$ cat config.mk
export PLATFORM = sky130hd
export DESIGN_NAME = disp_serial_ctrl
export DESIGN_NICKNAME = d
export VERILOG_FILES = /design/src/rtl/dsc_pkg.sv /design/src/rtl/dsc_ctrl.sv /design/src/rtl/dsc_datapath.sv /design/src/rtl/disp_serial_ctrl.sv
export SDC_FILE = /design/constraint.sdc
export NUM_CORES = 1
export LEC_CHECK = 0
export BUFFER_PORTS_ARGS = -buffer_cell sky130_fd_sc_hd__buf_2
export CAP_MARGIN = 0
export CELL_PAD_IN_SITES_DETAIL_PLACEMENT = 1
export CELL_PAD_IN_SITES_GLOBAL_PLACEMENT = 2
export CORE_UTILIZATION = 37
export CTS_BUF_LIST = sky130_fd_sc_hd__clkbuf_16
export DETAILED_ROUTE_END_ITERATION = 10
export GPL_TIMING_DRIVEN = 0
export PLACE_DENSITY_LB_ADDON = 0.25
export RECOVER_POWER = 100
export SYNTH_ARGS = -nofsm -noshare
export SYNTH_HDL_FRONTEND = slang
export SYNTH_HIERARCHICAL = 1
export SYNTH_SLANG_ARGS = --single-unit
$ cat constraint.sdc
create_clock -name clk -period 4.8 [get_ports clk]
set_clock_uncertainty 0.2 [all_clocks]
set_input_delay 0.48 -clock clk [delete_from_list [all_inputs] [get_ports clk]]
set_output_delay 0.48 -clock clk [all_outputs]
set_load 0.02 [all_outputs]
$ cat src/rtl/dsc_pkg.sv
package dsc_pkg;
  localparam int BYTE_W = 8;

  typedef enum logic [1:0] {
    CLS_MODE = 2'b00,
    CLS_DSET = 2'b01,
    CLS_CTRL = 2'b10,
    CLS_ADDR = 2'b11
  } cmdClass_t;

  typedef enum logic [1:0] {
    ACC_RAM = 2'b00,
    ACC_LED = 2'b01,
    ACC_KEY = 2'b10,
    ACC_SW  = 2'b11
  } access_t;

  typedef struct packed {
    logic shiftIn;
    logic cmdDone;
    logic dataDone;
    logic readStart;
    logic readFall;
  } ctrlStrobe_t;
endpackage

$ cat src/rtl/dsc_ctrl.sv
module dsc_ctrl
  import dsc_pkg::*;
(
  input  logic        clk,
  input  logic        rstN,
  input  logic        selN,
  input  logic        sclk,
  input  logic        sdin,
  input  logic [1:0]  rxClass,
  input  logic        rxReadBit,
  output ctrlStrobe_t stb,
  output logic        sdinBit,
  output logic        inRead
);
  localparam int BIT_CNT_W = $clog2(BYTE_W);

  typedef enum logic [2:0] {S_IDLE, S_CMD, S_DATA, S_READ, S_SKIP} state_t;

  state_t state;
  state_t cmdNext;
  logic selQ, sclkQ, sclkPrev, sdinQ;
  logic [BIT_CNT_W-1:0] bitCnt;
  logic active, rise, fall, byteEnd;

  assign active  = !selQ;
  assign rise    = sclkQ && !sclkPrev;
  assign fall    = !sclkQ && sclkPrev;
  assign sdinBit = sdinQ;
  assign inRead  = (state == S_READ);

  always_comb begin
    case (cmdClass_t'(rxClass))
      CLS_DSET: cmdNext = rxReadBit ? S_READ : S_DATA;
      CLS_ADDR: cmdNext = S_DATA;
      default:  cmdNext = S_SKIP;
    endcase
  end

  always_comb begin
    stb.shiftIn   = active && rise && (state == S_CMD || state == S_DATA);
    byteEnd       = stb.shiftIn && (bitCnt == BIT_CNT_W'(BYTE_W - 1));
    stb.cmdDone   = byteEnd && (state == S_CMD);
    stb.dataDone  = byteEnd && (state == S_DATA);
    stb.readStart = stb.cmdDone && (cmdNext == S_READ);
    stb.readFall  = active && fall && (state == S_READ);
  end

  always_ff @(posedge clk or negedge rstN) begin
    if (!rstN) begin
      selQ     <= 1'b1;
      sclkQ    <= 1'b1;
      sclkPrev <= 1'b1;
      sdinQ    <= 1'b0;
      state    <= S_IDLE;
      bitCnt   <= '0;
    end else begin
      selQ     <= selN;
      sclkQ    <= sclk;
      sclkPrev <= sclkQ;
      sdinQ    <= sdin;
      if (selQ) begin
        state  <= S_IDLE;
        bitCnt <= '0;
      end else if (state == S_IDLE) begin
        state  <= S_CMD;
        bitCnt <= '0;
      end else if (stb.shiftIn) begin
        bitCnt <= bitCnt + 1'b1;
        if (byteEnd) state <= (state == S_CMD) ? cmdNext : S_DATA;
      end
    end
  end
endmodule

$ cat src/rtl/dsc_datapath.sv
module dsc_datapath
  import dsc_pkg::*;
#(
  parameter int ADDR_W     = 6,
  parameter int ADDR_LIMIT = 48,
  parameter int KEY_BYTES  = 6,
  parameter int LED_W      = 5,
  parameter int SW_W       = 4
) (
  input  logic                    clk,
  input  logic                    rstN,
  input  ctrlStrobe_t             stb,
  input  logic                    sdinBit,
  input  logic [BYTE_W*KEY_BYTES-1:0] keyData,
  input  logic [SW_W-1:0]         swIn,
  output logic [BYTE_W-1:0]       rxNext,
  output logic [3:0]              gridMode,
  output logic                    dispOn,
  output logic [2:0]              dimLevel,
  output logic                    scanEn,
  output logic                    testMode,
  output logic [LED_W-1:0]        ledN,
  output logic                    ramWe,
  output logic [ADDR_W-1:0]       ramAddr,
  output logic [BYTE_W-1:0]       ramData,
  output logic                    outBit
);
  localparam int BIT_CNT_W = $clog2(BYTE_W);
  localparam int KEY_IDX_W = (KEY_BYTES > 1) ? $clog2(KEY_BYTES) : 1;

  logic [BYTE_W-1:0]    rxShift;
  logic [3:0]           dataSet;
  logic [ADDR_W-1:0]    addrReg;
  logic [BYTE_W-1:0]    outShift;
  logic [BIT_CNT_W-1:0] outCnt;
  logic [KEY_IDX_W-1:0] keyIdx;
  logic                 readSw;
  logic [3:0]           newMode;
  logic                 addrValid;
  logic [BYTE_W-1:0]    swByte;
  logic [BYTE_W-1:0]    keyByte;

  assign rxNext    = {sdinBit, rxShift[BYTE_W-1:1]};
  assign newMode   = rxNext[3] ? rxNext[3:0] : 4'b0000;
  assign addrValid = int'(addrReg) < ADDR_LIMIT;
  assign swByte    = {{(BYTE_W-SW_W){1'b0}}, swIn};
  assign keyByte   = keyData[int'(keyIdx)*BYTE_W +: BYTE_W];
  assign testMode  = dataSet[3];

  always_ff @(posedge clk or negedge rstN) begin
    if (!rstN) begin
      rxShift  <= '0;
      gridMode <= 4'b1111;
      dispOn   <= 1'b0;
      dimLevel <= '0;
      scanEn   <= 1'b0;
      dataSet  <= '0;
      addrReg  <= '0;
      ledN     <= '1;
      ramWe    <= 1'b0;
      ramAddr  <= '0;
      ramData  <= '0;
    end else begin
      ramWe <= 1'b0;
      if (stb.shiftIn) rxShift <= rxNext;
      if (stb.cmdDone) begin
        case (cmdClass_t'(rxNext[7:6]))
          CLS_MODE: if (newMode != gridMode) begin
            gridMode <= newMode;
            dispOn   <= 1'b0;
            scanEn   <= 1'b0;
          end
          CLS_DSET: dataSet <= rxNext[3:0];
          CLS_CTRL: begin
            dimLevel <= rxNext[2:0];
            dispOn   <= rxNext[3];
            scanEn   <= 1'b1;
          end
          default:  addrReg <= rxNext[ADDR_W-1:0];
        endcase
      end
      if (stb.dataDone) begin
        case (access_t'(dataSet[1:0]))
          ACC_RAM: if (addrValid) begin
            ramWe   <= 1'b1;
            ramAddr <= addrReg;
            ramData <= rxNext;
            if (!dataSet[2]) addrReg <= addrReg + 1'b1;
          end
          ACC_LED: ledN <= rxNext[LED_W-1:0];
          default: ;
        endcase
      end
    end
  end

  always_ff @(posedge clk or negedge rstN) begin
    if (!rstN) begin
      outShift <= '0;
      outCnt   <= '0;
      keyIdx   <= '0;
      readSw   <= 1'b0;
      outBit   <= 1'b1;
    end else if (stb.readStart) begin
      readSw   <= rxNext[0];
      outShift <= rxNext[0] ? swByte : keyData[BYTE_W-1:0];
      keyIdx   <= KEY_IDX_W'(1 % KEY_BYTES);
      outCnt   <= '0;
      outBit   <= 1'b1;
    end else if (stb.readFall) begin
      outBit <= outShift[0];
      outCnt <= outCnt + 1'b1;
      if (outCnt == BIT_CNT_W'(BYTE_W - 1)) begin
        outShift <= readSw ? swByte : keyByte;
        keyIdx   <= (int'(keyIdx) == KEY_BYTES - 1) ? '0 : keyIdx + 1'b1;
      end else begin
        outShift <= outShift >> 1;
      end
    end
  end
endmodule

$ cat src/rtl/disp_serial_ctrl.sv
module disp_serial_ctrl
  import dsc_pkg::*;
#(
  parameter int ADDR_W     = 6,
  parameter int ADDR_LIMIT = 48,
  parameter int KEY_BYTES  = 6,
  parameter int LED_W      = 5,
  parameter int SW_W       = 4
) (
  input  logic                        clk,
  input  logic                        rstN,
  input  logic                        selN,
  input  logic                        sclk,
  input  logic                        sdin,
  input  logic [BYTE_W*KEY_BYTES-1:0] keyData,
  input  logic [SW_W-1:0]             swIn,
  output logic                        doutLow,
  output logic [3:0]                  gridMode,
  output logic                        dispOn,
  output logic [2:0]                  dimLevel,
  output logic                        scanEn,
  output logic                        testMode,
  output logic [LED_W-1:0]            ledN,
  output logic                        ramWe,
  output logic [ADDR_W-1:0]           ramAddr,
  output logic [BYTE_W-1:0]           ramData
);
  ctrlStrobe_t       stb;
  logic              sdinBit;
  logic              inRead;
  logic              outBit;
  logic [BYTE_W-1:0] rxNext;

  dsc_ctrl uCtrl (
    .clk       (clk),
    .rstN      (rstN),
    .selN      (selN),
    .sclk      (sclk),
    .sdin      (sdin),
    .rxClass   (rxNext[7:6]),
    .rxReadBit (rxNext[1]),
    .stb       (stb),
    .sdinBit   (sdinBit),
    .inRead    (inRead)
  );

  dsc_datapath #(
    .ADDR_W     (ADDR_W),
    .ADDR_LIMIT (ADDR_LIMIT),
    .KEY_BYTES  (KEY_BYTES),
    .LED_W      (LED_W),
    .SW_W       (SW_W)
  ) uPath (
    .clk      (clk),
    .rstN     (rstN),
    .stb      (stb),
    .sdinBit  (sdinBit),
    .keyData  (keyData),
    .swIn     (swIn),
    .rxNext   (rxNext),
    .gridMode (gridMode),
    .dispOn   (dispOn),
    .dimLevel (dimLevel),
    .scanEn   (scanEn),
    .testMode (testMode),
    .ledN     (ledN),
    .ramWe    (ramWe),
    .ramAddr  (ramAddr),
    .ramData  (ramData),
    .outBit   (outBit)
  );

  assign doutLow = inRead && !outBit;
endmodule

==> impl_metrics.toml <==
[floorplanning]
coreArea_mm2 = 0.0103
num_rows = 37
ios = 88
die_h_um = 105
die_w_um = 105
initial_core_util_pct = 38.0
dieArea_mm2 = 0.0110

[layout]
diodes = 0
area_delta_synth_final_pct = 22.1
fin_util_pct = 46.4
n_fill_cell = 1196
multi_input_area_mm2 = 0.00187
area.sequential_mm2 = 0.00182
final_nets = 543
drive_gt1_share_pct = 25.3

[clocking]
cts_made_buffers = 9
clkTransAtPathRegs_ps = 50
htree_num_levels = 3
cts-root-buf = "clkbuf_16"
clk_latency_ps = 330
clkSinkCount = 72
clk_path_buf_depth = 2
cts_tree = "done"

[setup_path]
max_stage_delay_ps = 550
crit_path_end = "uPath/ramData[1]$_DFFE_PN0P_"
slowest_stage = "dfstp_1"
critical-path-top-delay-family = "simple AND/OR/NAND/NOR gates"
reg2reg_to = "uPath/ramData[1]$_DFFE_PN0P_"
worst-path-max-fanout = 10
crit_arrival_ps = 3340
critPathLaunch = "uCtrl/sclkQ$_DFF_PN1_"
cp_num_buf_inv = 3
worstSetupEndpointType = "flop"
path_cells = "nor2b_1, nand4_1, nor4_1, or3b_1, clkbuf_1, a21o_1, clkbuf_1, clkbuf_1, mux2_1"
cp-start-kind = "flop"
worstPathRequired_ps = 4810
critPathKind = "flop to flop"
cp.depth = 9
crit_top_cell = "clkbuf_1"
r2r-start = "uCtrl/sclkQ$_DFF_PN1_"
reg2reg_depth = 9
rrSetupSlack_ps = 1470

[global_routing]
grt_first_pass_wirelength_um = 17400
first_global_vias = 3521
overflow = 0
grt_max_degree = 51
antenna_found_initial = 0
grt_use_total_pct = 20.2

[timing]
finalSetupTns_ps = 0
layout_min_cycle_time_ps = 3330
drv_slew = 0
rsz0062_at_grt = "no"
finalCritPeriodShare_pct = 69.3
hold_viol = 0
setup_viol = 0
relSlewSlack_pct = 11.0
clock.fmax_ghz = 0.301
worst_pin_slew_ps = 1340

[power]
powerDensity_mw_per_mm2 = 309
irDropWorstVdd_uv = 141
p_leak_nw = 2.15

[detailed_routing]
dr.pass1.iters = 4
remaining_drc_errors = 0
num_vias = 3325
routed_wl_um = 10400
drtIter0Drc = 122
wire_per_inst_um = 16.8
ant_nets = 0
vias_per_cell = 5.35

[job]
cap_viol_max_count = 0

[place]
numPortBuffers = 87
dp_hpwl_um = 7650
place_congestion = 0.768

[hold_path]
hold_class = "primary input to flop"

[logic_synthesis]
mappedNetlistNets = 443
syn-instance-count = 381
yosys_warnings = 6
synth.avg_cell_area_um2 = 10.3
netlist_area_mm2 = 0.00393

[status]
status = "completed"
-- repair_timing --
item,CTS,global route
endpoints found under the hold margin,18,0
hold buffers,1,0
resized for setup,0,0
endpoints found under the setup margin,0,0
setup buffers,0,0
-- through the flow --
step           instances  worst slack (ps)  cell area, um2  hold WS [ps]  power [mW]
6_report             622              1470            4790          45.2        1.48
5_1_grt              622              1230            4790          32.2        1.54
4_1_cts              622              1740            4880          34.0        1.50
3_5_place_dp         605              1770            4560           179       0.802
3_3_place_gp         604              1850            4530           175       0.795
2_1_floorplan        381              2140            3930         -15.6       0.726
-- worst min-delay path by stage --
stage	startpoint	endpoint	slack [ps]	cells past startpoint
finish	selN	uCtrl/selQ$_DFF_PN1_	50	1
global route	selN	uCtrl/selQ$_DFF_PN1_	30	1
CTS	selN	uCtrl/selQ$_DFF_PN1_	30	1
detailed placement	uCtrl/sclkQ$_DFF_PN1_	uCtrl/sclkPrev$_DFF_PN1_	180	0
global placement	uCtrl/sclkQ$_DFF_PN1_	uCtrl/sclkPrev$_DFF_PN1_	170	0
floorplan	rstN	uCtrl/bitCnt[0]$_DFFE_PN0P_	-20	0
-- flip-flops by register name, summed over array words and instances, names as in the netlist, 3 cells and up --
register and count:
uPath/addrReg 6, uPath/outShift 8, uPath/dataSet 4, uPath/ledN 5, uPath/rxShift 7, uPath/outCnt 3
uPath/dimLevel 3, uPath/ramAddr 6, uPath/ramData 8, uPath/gridMode 4, uPath/keyIdx 3, uCtrl/state 3
uCtrl/bitCnt 3
-- layer usage --
metal / vias to the layer above / track usage (%) / part of all wire, %
li1: 1582 / - / -
met1: 1646 / 24.6 / 44
met2: 78 / 35.3 / 51
met3: 19 / 3.93 / 3.6
met4: 0 / 7.04 / 2.0
met5: - / 0 / 0
-- area by class of cell --
type,count,area share (%)
Tap cell,136,3.55
Sequential cell,72,37.9
Clock buffer,9,4.70
Multi-Input combinational cell,264,39.0
Timing Repair Buffer,89,9.06
Inverter,18,1.41
Buffer,27,2.66
Clock inverter,7,1.67
-- cells in the final DEF (no fill, tap or decap), types with 3 or more instances in the layout --
cell,instances
mux2_2,16
o41ai_1,3
clkbuf_1,50
nor3_1,8
or2_2,5
nand3_1,9
ha_1,5
and3_1,8
a31oi_1,5
dfrtp_1,59
nand2b_1,6
mux2i_1,15
inv_1,21
o21ai_0,37
nand3b_1,6
nand2_1,31
nor2b_1,8
dfstp_2,11
buf_2,59
a21oi_1,14
a2111oi_0,3
clkbuf_16,9
a211o_1,3
nor2_1,24
a21o_1,3
nor3b_1,3
o31ai_1,4
mux4_2,8
-- report_power, final --
part           internal, mW  switching (mW)  total, mW
Sequential            0.629          0.0258      0.655
Clock                 0.446           0.246      0.692
Combinational        0.0548          0.0776      0.132
-- worst register-to-register path: stages (launching register included) --
cell	delay [ps]
dfstp_1	550
nor2b_1	340
nand4_1	140
nor4_1	350
or3b_1	400
clkbuf_1	180
a21o_1	180
clkbuf_1	230
clkbuf_1	270
mux2_1	360
Power figures use the tool's default switching activity.
